[src/rtl/ps2r_pkg.sv]
package ps2r_pkg;

  typedef enum logic [1:0] {
    ENG_IDLE = 2'd0,
    ENG_HIGH = 2'd1,
    ENG_LOW  = 2'd2
  } eng_state_t;

  // Running odd-parity accumulator: only payload and parity samples count.
  function automatic logic parity_step(input logic acc, input logic smp, input logic counts);
    return counts ? (acc ^ smp) : acc;
  endfunction

  // Frame is good when the accumulator came back to zero (odd ones),
  // the start sample was low and the stop sample was high.
  function automatic logic frame_accept(input logic acc, input logic start_smp,
                                        input logic stop_smp);
    return !acc && !start_smp && stop_smp;
  endfunction

endpackage

[src/rtl/ps2r_req_qual.sv]
module ps2r_req_qual #(
  parameter int REQ_TICKS = 3
) (
  input  logic clk,
  input  logic rst_n,
  input  logic tick,
  input  logic enable,
  input  logic line_clk,
  input  logic line_data,
  input  logic force_rx,
  output logic checking,
  output logic accept
);

  localparam int CW = $clog2(REQ_TICKS + 1);

  logic [CW-1:0] cnt;
  logic [CW-1:0] cnt_next;
  logic          qualify;

  assign cnt_next = cnt + 1'b1;
  assign qualify  = tick && checking && !line_data && line_clk;
  assign accept   = qualify && (cnt_next == CW'(REQ_TICKS));

  always_ff @(posedge clk or negedge rst_n) begin
    if (!rst_n) begin
      checking <= 1'b0;
      cnt      <= '0;
    end else if (tick) begin
      if (!checking) begin
        if (enable && (force_rx || (line_clk && !line_data))) begin
          checking <= 1'b1;
          cnt      <= '0;
        end
      end else if (line_data) begin
        if (!force_rx) checking <= 1'b0;
      end else if (line_clk) begin
        if (accept) begin
          checking <= 1'b0;
          cnt      <= '0;
        end else begin
          cnt <= cnt_next;
        end
      end
    end
  end

  // a data-high tick never moves the qualifying count
  a_r2_hold_on_data_high: assert property (@(posedge clk) disable iff (!rst_n)
    (tick && checking && line_data) |=> (cnt == $past(cnt)));

  // clock low with data low keeps checking and the count
  a_r2_wait_on_clk_low: assert property (@(posedge clk) disable iff (!rst_n)
    (tick && checking && !line_clk && !line_data) |=> (checking && cnt == $past(cnt)));

endmodule

[src/rtl/ps2r_bit_engine.sv]
module ps2r_bit_engine
  import ps2r_pkg::*;
#(
  parameter int DATA_W = 8
) (
  input  logic              clk,
  input  logic              rst_n,
  input  logic              tick,
  input  logic              start,
  input  logic              line_clk,
  input  logic              line_data,
  output logic              active,
  output logic              clk_pull,
  output logic              done,
  output logic              frame_bad,
  output logic              abort_evt,
  output logic              overclk_evt,
  output logic [DATA_W-1:0] data
);

  localparam int FRAME_W = DATA_W + 3;
  localparam int CW      = $clog2(FRAME_W + 2);

  eng_state_t         state;
  logic [CW-1:0]      n;
  logic [FRAME_W-1:0] sr;
  logic               acc;

  logic sample_tick;
  logic at_last;
  logic take_bit;
  logic par_bit;

  assign sample_tick = tick && (state == ENG_HIGH);
  assign at_last     = (n == CW'(FRAME_W));
  assign take_bit    = sample_tick && !at_last && line_clk;
  assign par_bit     = (n >= CW'(1)) && (n <= CW'(DATA_W + 1));

  assign done        = sample_tick && at_last && line_data;
  assign overclk_evt = sample_tick && at_last && !line_data;
  assign abort_evt   = sample_tick && !at_last && !line_clk;
  assign frame_bad   = !frame_accept(acc, sr[0], sr[FRAME_W-1]);
  assign data        = sr[DATA_W:1];
  assign active      = (state != ENG_IDLE);

  always_ff @(posedge clk or negedge rst_n) begin
    if (!rst_n) begin
      state    <= ENG_IDLE;
      n        <= '0;
      sr       <= '0;
      acc      <= 1'b0;
      clk_pull <= 1'b0;
    end else if (start) begin
      state    <= ENG_HIGH;
      n        <= '0;
      acc      <= 1'b1;
      clk_pull <= 1'b0;
    end else if (tick) begin
      case (state)
        ENG_HIGH: begin
          if (at_last) begin
            if (line_data) begin
              state <= ENG_IDLE;
            end else begin
              clk_pull <= 1'b1;
              state    <= ENG_LOW;
            end
          end else if (!line_clk) begin
            clk_pull <= 1'b0;
            state    <= ENG_IDLE;
          end else begin
            sr       <= {line_data, sr[FRAME_W-1:1]};
            acc      <= parity_step(acc, line_data, par_bit);
            n        <= n + 1'b1;
            clk_pull <= 1'b1;
            state    <= ENG_LOW;
          end
        end
        ENG_LOW: begin
          clk_pull <= 1'b0;
          state    <= ENG_HIGH;
        end
        default: ;
      endcase
    end
  end

  // an abort leaves the engine idle with the clock released
  a_r6_abort_releases: assert property (@(posedge clk) disable iff (!rst_n)
    abort_evt |=> (!active && !clk_pull));

  // an over-clock request is answered with another low clock phase
  a_r9_extra_cell: assert property (@(posedge clk) disable iff (!rst_n)
    overclk_evt |=> (clk_pull && $stable(sr)));

  // the clock enable only moves on ticks
  a_r5_pull_moves_on_tick: assert property (@(posedge clk) disable iff (!rst_n)
    (!tick && !start) |=> $stable(clk_pull));

  // a sampled bit is always followed by a pulled clock
  a_r5_sample_then_pull: assert property (@(posedge clk) disable iff (!rst_n)
    take_bit |=> clk_pull);

endmodule

[src/rtl/ps2r_rx_buf.sv]
module ps2r_rx_buf #(
  parameter int DATA_W = 8
) (
  input  logic              clk,
  input  logic              rst_n,
  input  logic              clear,
  input  logic              done,
  input  logic              frame_bad,
  input  logic              abort_evt,
  input  logic              overclk_evt,
  input  logic [DATA_W-1:0] data_in,
  input  logic              rx_ready,
  output logic [DATA_W-1:0] rx_data,
  output logic              rx_valid,
  output logic              rx_err,
  output logic              rx_abort
);

  always_ff @(posedge clk or negedge rst_n) begin
    if (!rst_n) begin
      rx_data  <= '0;
      rx_valid <= 1'b0;
    end else if (done) begin
      rx_data  <= data_in;
      rx_valid <= 1'b1;
    end else if (rx_valid && rx_ready) begin
      rx_valid <= 1'b0;
    end
  end

  always_ff @(posedge clk or negedge rst_n) begin
    if (!rst_n) begin
      rx_err   <= 1'b0;
      rx_abort <= 1'b0;
    end else if (clear) begin
      rx_err   <= 1'b0;
      rx_abort <= 1'b0;
    end else begin
      if (overclk_evt || (done && frame_bad)) rx_err <= 1'b1;
      if (abort_evt) rx_abort <= 1'b1;
    end
  end

  // an unread byte stays put until the consumer takes it
  a_r10_valid_holds: assert property (@(posedge clk) disable iff (!rst_n)
    (rx_valid && !rx_ready && !done) |=> (rx_valid && $stable(rx_data)));

  // acceptance of a request wipes the status flags
  a_r3_accept_clears: assert property (@(posedge clk) disable iff (!rst_n)
    clear |=> (!rx_err && !rx_abort));

  // flags never drop without an acceptance
  a_r11_err_sticky: assert property (@(posedge clk) disable iff (!rst_n)
    (rx_err && !clear) |=> rx_err);

endmodule

[src/rtl/ps2_host_rx.sv]
module ps2_host_rx #(
  parameter int DATA_W    = 8,
  parameter int REQ_TICKS = 3
) (
  input  logic              clk,
  input  logic              rst_n,
  input  logic              tick,
  input  logic              ps2_clk_i,
  input  logic              ps2_data_i,
  input  logic              force_rx,
  output logic              ps2_clk_pull,
  output logic              busy,
  output logic [DATA_W-1:0] rx_data,
  output logic              rx_valid,
  input  logic              rx_ready,
  output logic              rx_err,
  output logic              rx_abort
);

  logic              checking;
  logic              accept;
  logic              active;
  logic              done;
  logic              frame_bad;
  logic              abort_evt;
  logic              overclk_evt;
  logic [DATA_W-1:0] eng_data;

  ps2r_req_qual #(.REQ_TICKS(REQ_TICKS)) u_req (
    .clk       (clk),
    .rst_n     (rst_n),
    .tick      (tick),
    .enable    (!active),
    .line_clk  (ps2_clk_i),
    .line_data (ps2_data_i),
    .force_rx  (force_rx),
    .checking  (checking),
    .accept    (accept)
  );

  ps2r_bit_engine #(.DATA_W(DATA_W)) u_eng (
    .clk         (clk),
    .rst_n       (rst_n),
    .tick        (tick),
    .start       (accept),
    .line_clk    (ps2_clk_i),
    .line_data   (ps2_data_i),
    .active      (active),
    .clk_pull    (ps2_clk_pull),
    .done        (done),
    .frame_bad   (frame_bad),
    .abort_evt   (abort_evt),
    .overclk_evt (overclk_evt),
    .data        (eng_data)
  );

  ps2r_rx_buf #(.DATA_W(DATA_W)) u_buf (
    .clk         (clk),
    .rst_n       (rst_n),
    .clear       (accept),
    .done        (done),
    .frame_bad   (frame_bad),
    .abort_evt   (abort_evt),
    .overclk_evt (overclk_evt),
    .data_in     (eng_data),
    .rx_ready    (rx_ready),
    .rx_data     (rx_data),
    .rx_valid    (rx_valid),
    .rx_err      (rx_err),
    .rx_abort    (rx_abort)
  );

  assign busy = checking || active;

  // request checking and reception never overlap
  a_r1_one_owner: assert property (@(posedge clk) disable iff (!rst_n)
    !(checking && active));

  // the clock is only driven while the block is busy
  a_r5_pull_needs_busy: assert property (@(posedge clk) disable iff (!rst_n)
    ps2_clk_pull |-> busy);

endmodule

[config.mk]
export PLATFORM = sky130hd
export DESIGN_NAME = ps2_host_rx
export DESIGN_NICKNAME = d
export VERILOG_FILES = /design/src/rtl/ps2r_pkg.sv /design/src/rtl/ps2r_req_qual.sv /design/src/rtl/ps2r_bit_engine.sv /design/src/rtl/ps2r_rx_buf.sv /design/src/rtl/ps2_host_rx.sv
export SDC_FILE = /design/constraint.sdc
export NUM_CORES = 1
export LEC_CHECK = 0
export BUFFER_PORTS_ARGS = -buffer_cell sky130_fd_sc_hd__buf_2
export CAP_MARGIN = 20
export CORE_UTILIZATION = 55
export DETAILED_ROUTE_END_ITERATION = 6
export PLACE_DENSITY = 0.76
export SLEW_MARGIN = 20
export SYNTH_ARGS = -nofsm -noshare
export SYNTH_HDL_FRONTEND = slang
export SYNTH_SLANG_ARGS = --single-unit
export TNS_END_PERCENT = 1
[constraint.sdc]
create_clock -name clk -period 3.7 [get_ports clk]
set_input_delay 0.925 -clock clk [delete_from_list [all_inputs] [get_ports clk]]
set_output_delay 0.925 -clock clk [all_outputs]
set_load 0.01 [all_outputs]
# [After elaboration in Yosys (flattened, before gate mapping)]
# Index checks and enable logic that the tools add are counted.
[totals] reg_bits=33 input_bits=7 word_cells=109
[classes] addsub=2 order_cmp=2 n_eq_ne=8 mux=40 bitwise_logic=3 n_reduce_logical=43
[op_table] cell="$mux W1" count=23
[op_table] cell="$mux W2" count=10
[op_table] cell="$mux W4" count=5
[op_table] cell="$reduce_bool A2 Y1" count=9
[op_table] cell="$logic_and A1 B1 Y1" count=17
[op_table] cell="$reduce_and A5 Y1" count=2
[op_table] cell="$reduce_and A4 Y1" count=2
[op_table] cell="$logic_not A1 Y1" count=7
[op_table] cell="$ne A2 B2 Y1 const B" count=3
[op_table] cell="$add A4 B1 Y4 const B" count=1
[op_table] cell="$eq A2 B2 Y1 const B" count=2
[op_table] cell="$eq A4 B4 Y1 const B" count=1
[op_table] cell="$ge A4 B1 Y1 const B" count=1
[op_table] cell="$le A4 B4 Y1 const B" count=1
[op_table] cell="$ne A4 B4 Y1 const B" count=1
[op_table] cell="$pmux W2 S2" count=1
[op_table] cell="$logic_or A1 B1 Y1" count=3
[op_table] cell="$reduce_and A3 Y1" count=1
[op_table] cell="$reduce_bool A3 Y1" count=1
[op_table] cell="$add A2 B1 Y2 const B" count=1
[op_table] cell="$eq A2 B1 Y1 const B" count=1
[op_table] cell="$not A1 Y1" count=2
[op_table] cell="$pmux W1 S2" count=1
[op_table] cell="$reduce_and A2 Y1" count=1
[op_table] cell="$xor A1 B1 Y1" count=1

# [Logic depth before layout (Yosys ltp)]
[depth] depth_word=8 mapped_depth=7 ltp_nobuf=6

# [Cells and area by module]
# From an unflattened synthesis, not the netlist that was laid out.
[hier_totals] hier_cells=140 hier_area_um2=1751.7
[by_module_without_submodules] mod="ps2r_bit_engine" instances=1 cells_per_inst=91 area_per_inst_um2=1097.3
[by_module_without_submodules] mod="ps2r_rx_buf" instances=1 cells_per_inst=26 area_per_inst_um2=442.9
[by_module_without_submodules] mod="ps2r_req_qual" instances=1 cells_per_inst=21 area_per_inst_um2=201.4
[by_module_without_submodules] mod="ps2_host_rx" instances=1 cells_per_inst=2 area_per_inst_um2=10.0

# [Least setup slack after synthesis]
# No wires, ideal clock.
[synth_timing] path_kind="input to register" start="input port tick" end="register u_eng.sr[0]" setup_ns=0.125 t_arrival_ns=1.875 path_slack_ns=1.700 path_stages=5 path_buffers=2 cell_sequence="buf_4 nand3_1 nor3_4 buf_6 mux2_2"
[synth_via] elab_chain_len=6
[synth_lines] element="from (decl)" line_no="ps2_host_rx.sv:7" source="input logic tick,"
[synth_lines] element="$logic_and A1 B1 Y1 (3 in series)" line_no="ps2r_req_qual.sv:22" source="assign qualify = tick && checking && !line_data && line_clk;"
[synth_lines] element="$logic_and A1 B1 Y1" line_no="ps2r_req_qual.sv:23" source="assign accept = qualify && (cnt_next == CW'(REQ_TICKS));"
[synth_lines] element="$not A1 Y1 (no source line)"
[synth_lines] element="$reduce_and A5 Y1 (no source line) (*)"
[synth_lines] element="to (signal assigned)" line_no="ps2r_bit_engine.sv:72" source="sr <= {line_data, sr[FRAME_W-1:1]};"
[synth_lines] element="to (decl)" line_no="ps2r_bit_engine.sv:26" source="logic [FRAME_W-1:0] sr;"
# Every way passes the cells marked *; elsewhere a longest branch is shown, timed or not.
# A chain may end at the register's enable or synchronous reset.

# [Worst setup path after layout]
[layout_timing] start="input port ps2_data_i" end="register u_eng.clk_pull"
[layout_via] elab_chain_len=6 elab_cells_between_ends=9 classes_between="1 x eq/ne; 1 x mux; 7 x reduce/logical"
[layout_lines] element="from (decl)" line_no="ps2_host_rx.sv:9" source="input logic ps2_data_i,"
[layout_lines] element="$logic_not A1 Y1" line_no="ps2r_req_qual.sv:22"
[layout_lines] element="$logic_and A1 B1 Y1 (2 in series)" line_no="ps2r_req_qual.sv:22"
[layout_lines] element="$logic_and A1 B1 Y1" line_no="ps2r_req_qual.sv:23"
[layout_lines] element="$ne A4 B4 Y1 (no source line), or another cell as far along"
[layout_lines] element="$reduce_and A3 Y1 (no source line)"
[layout_lines] element="to (signal assigned)" line_no="ps2r_bit_engine.sv:52" source="clk_pull <= 1'b0;"
[layout_lines] element="to (signal assigned)" line_no="ps2r_bit_engine.sv:57" source="clk_pull <= 1'b0;"
[layout_lines] element="to (signal assigned)" line_no="ps2r_bit_engine.sv:65" source="clk_pull <= 1'b1;"
[layout_lines] element="to (decl)" line_no="ps2r_bit_engine.sv:13" source="output logic clk_pull,"
# Parallel ways exist; a longest one is shown, timed or not.

==> results.md <==
* Status: complete, no violations
* Drt first pass iters at 4
* CTS Root Cell: clkbuf_4
* Crit Path Category: in2reg
* Buffers & Inverters on Critical Path at 1
* Post-layout util at between 60 and 70%
* Hold buffers post-CTS at 0
* Top post-synthesis cells by count: dfrtp_1, mux2_2, nor2_1
* Top delay family on crit path: simple AND/OR/NAND/NOR gates
* Number of port buffers at 19
* Mean post-synth cell area at approximately 12 µm²
* Worst Hold End: u_eng.acc
* Clock sinks at 33
* Unique masters post-synth at 33
* Initial antenna violation count at 0
* Fin. Hold Viols at 0
* Mapped Nets at 145
* Clock Tree Buf Depth at 2
* First-pass GRT wire length at ~4.6 mm
* Die Ht at 55.79 µm
* RSZ-0062 raised after global routing: no
* CTS Buf Count at 5
* Clock Latency Late Sink at between 0.3 and 0.4 ns
* Seq/Total Area, Yosys at about 52%
* Synth warn at 0
* Worst Setup Start Kind: primary input
* Critical path capture point type: register
* Final Power at 1.042 mW
* Placer Congestion at 0.7745
* Achievable frequency at roughly 450 MHz
* Synth area leader: dfrtp_1
* Share of layout cells above drive strength 1 at around a third
* Dpl hpwl at around 1.8 mm
* Ant diodes at 0
* Peak supply drop at between 300 and 400 µV
* MaxCap Viol Count at 0
* Post-Syn Area at about 1600 µm²
* Cells along the critical path: buf_2, and3b_1, nor2b_1, a311oi_1, a22o_1
* Vias in the first global route at 1035
* Reg-to-Reg End: u_eng.sr[9]
* Slowest stage delay, CP at approximately 0.66 ns
* Ys async rst share at 100.0%
* Initial Util at roughly 58%
* Post-Place Cell Area at between 1500 and 2000 µm²
* Nets at between 150 and 200
* Reg2reg start: u_eng.n[0]
* DRC at 0
* Slew Limit Fails at 0
* TritonCTS clock tree: built
* Worst Path Arrival at ~2.4 ns
* Synthesized instance count at 131
* Post-CTS Setup Bufs at 0
* Die extent in x at roughly 56 µm
* H-tree depth at 2
* Fin crit share at 60.01%
* Final setup fails at 0
* Grt ovf at 0
* Crit path max fanout at 11
* PD cells at 608.5 nW/µm²
* Synth area leaders: dfrtp_1, mux2_2, ha_1
* Worst-Margin Slew at ~0.8 ns
* Worst Hold Class: reg2reg
* DP Cell Count at approximately 180
* Pin count of the biggest net entering global routing at 34
* Post-synth EDFFs at 0
* Post-route minimum period at 2.221 ns
* Rows at 19
* Core area at ~2800 µm²
* P_leak at between 0.8 and 0.9 nW
* Synth top area share at about half
* Pre-CTS setup slack at between 1 and 1.5 ns
* CP max stage cell: nor2b_1
* Worst R2R Path Depth at 4
* Most used DFF post-synth: dfrtp_1
* Die area at slightly above 3000 µm²
* Max transition margin at between 40% and 50%
* Most common cell in the synthesized netlist: dfrtp_1
* TNS Setup at 0 ns
* Crit path required time at 3.92 ns
* Initial detailed-routing violation count at 19
* Cell Count, Final, Fillers Out at ~180
* Routed Antenna Nets at 0
* Hold_sp: u_eng.acc
* Boundary pin count at 20
* R2R setup slack at 1.65 ns
* Drt wl/cell at approximately 14 µm
* Hold Path Depth at 1
* #FFs+latches synth at 33
* Worst Clk Skew at between 0.01 and 0.015 ns
* Vias after detailed routing at between 1000 and 1500
* Vias per inst at about 5.8
* Final Cell Area at roughly 1700 µm²
* Setup WS post-layout at around 1.5 ns
* Reg clk slew, reported paths at around 0.1 ns
* Final Hold Slack at roughly 0.47 ns
* Global Route Usage Sum at a little under 20%
* P&R area growth vs syn at 7.626%
* DRT Wirelength at approximately 2.6 mm
* Post-cts resize count at 0
-- per-layer routing --
layer / share of wire, % / up-vias / wire [µm] / track usage, %
li1: - / 507 / - / -
met3: 4.6 / 11 / 119 / 6.977
met2: 45 / 22 / 1178 / 28.23
met4: 3.5 / 0 / 92 / 12.86
met1: 47 / 520 / 1214 / 24.92
met5: 0 / - / 0 / 0
-- registers in the layout, indices dropped and copies added (netlist names) --
register	count
u_eng.sr	11
u_buf.rx_data	8
u_eng.n	4
u_eng.state	2
u_req.cnt	2
u_buf.rx_abort	1
u_buf.rx_err	1
u_buf.rx_valid	1
u_eng.acc	1
u_eng.clk_pull	1
u_req.checking	1
-- kinds of logic after synthesis --
family / share of synthesized area (%)
and+or+nand+nor: 12.58
DFF: 51.89
muxes: 14.70
AOI/OAI and AO/OA: 8.334
buffers and inverters: 5.896
adders and majority gates: 5.503
xor gates and xnor gates: 1.101
-- cell usage in the layout (no fill, tap or decap), types with 2 or more instances in the layout --
cell      count
a21oi_1       4
a22oi_1       2
and3b_1       2
buf_2        19
clkbuf_4      5
clkinv_2      2
dfrtp_1      33
ha_1          7
inv_1         8
mux2_2       19
mux2i_1       2
nand2_1       7
nand3_1       2
nor2_1       10
nor2b_1       3
o21ai_0       6
or3_1         2
xnor2_1       2
-- report_power, final --
group / switching [mW] / leakage, nW / internal, mW / total, mW
clock network: 0.117 / 0.0320 / 0.0723 / 0.190
logic: 0.172 / 0.407 / 0.152 / 0.323
registers: 0.0737 / 0.435 / 0.456 / 0.529
-- worst max path at each step --
stage	to	slack (ns)	startpoint	cells past startpoint
floorplan	u_eng.sr[0]	1.70	tick	5
global placement	u_eng.clk_pull	1.16	ps2_data_i	5
detailed placement	u_eng.clk_pull	1.17	ps2_data_i	5
CTS	u_eng.clk_pull	1.52	ps2_data_i	5
global route	u_eng.clk_pull	1.40	ps2_data_i	5
finish	u_eng.clk_pull	1.48	ps2_data_i	5
-- layout make-up --
| type | count | area (µm²) |
|---|---|---|
| clock buffer | 6 | 41.29 |
| sequential | 33 | 825.8 |
| timing repair buffer | 19 | 95.09 |
| multi-input combinational | 84 | 671.9 |
| fill | 223 | 1045 |
| inverter | 8 | 30.03 |
| clock inverter | 2 | 10.01 |
| tap | 31 | 38.79 |
-- worst reg2reg max path: stages (launching register included) --
cell	delay [ns]
dfrtp_1	0.46
ha_1	0.23
and3b_1	0.31
nor3_4	0.53
mux2_2	0.40
Note: power is estimated with default switching activity, not from simulation.
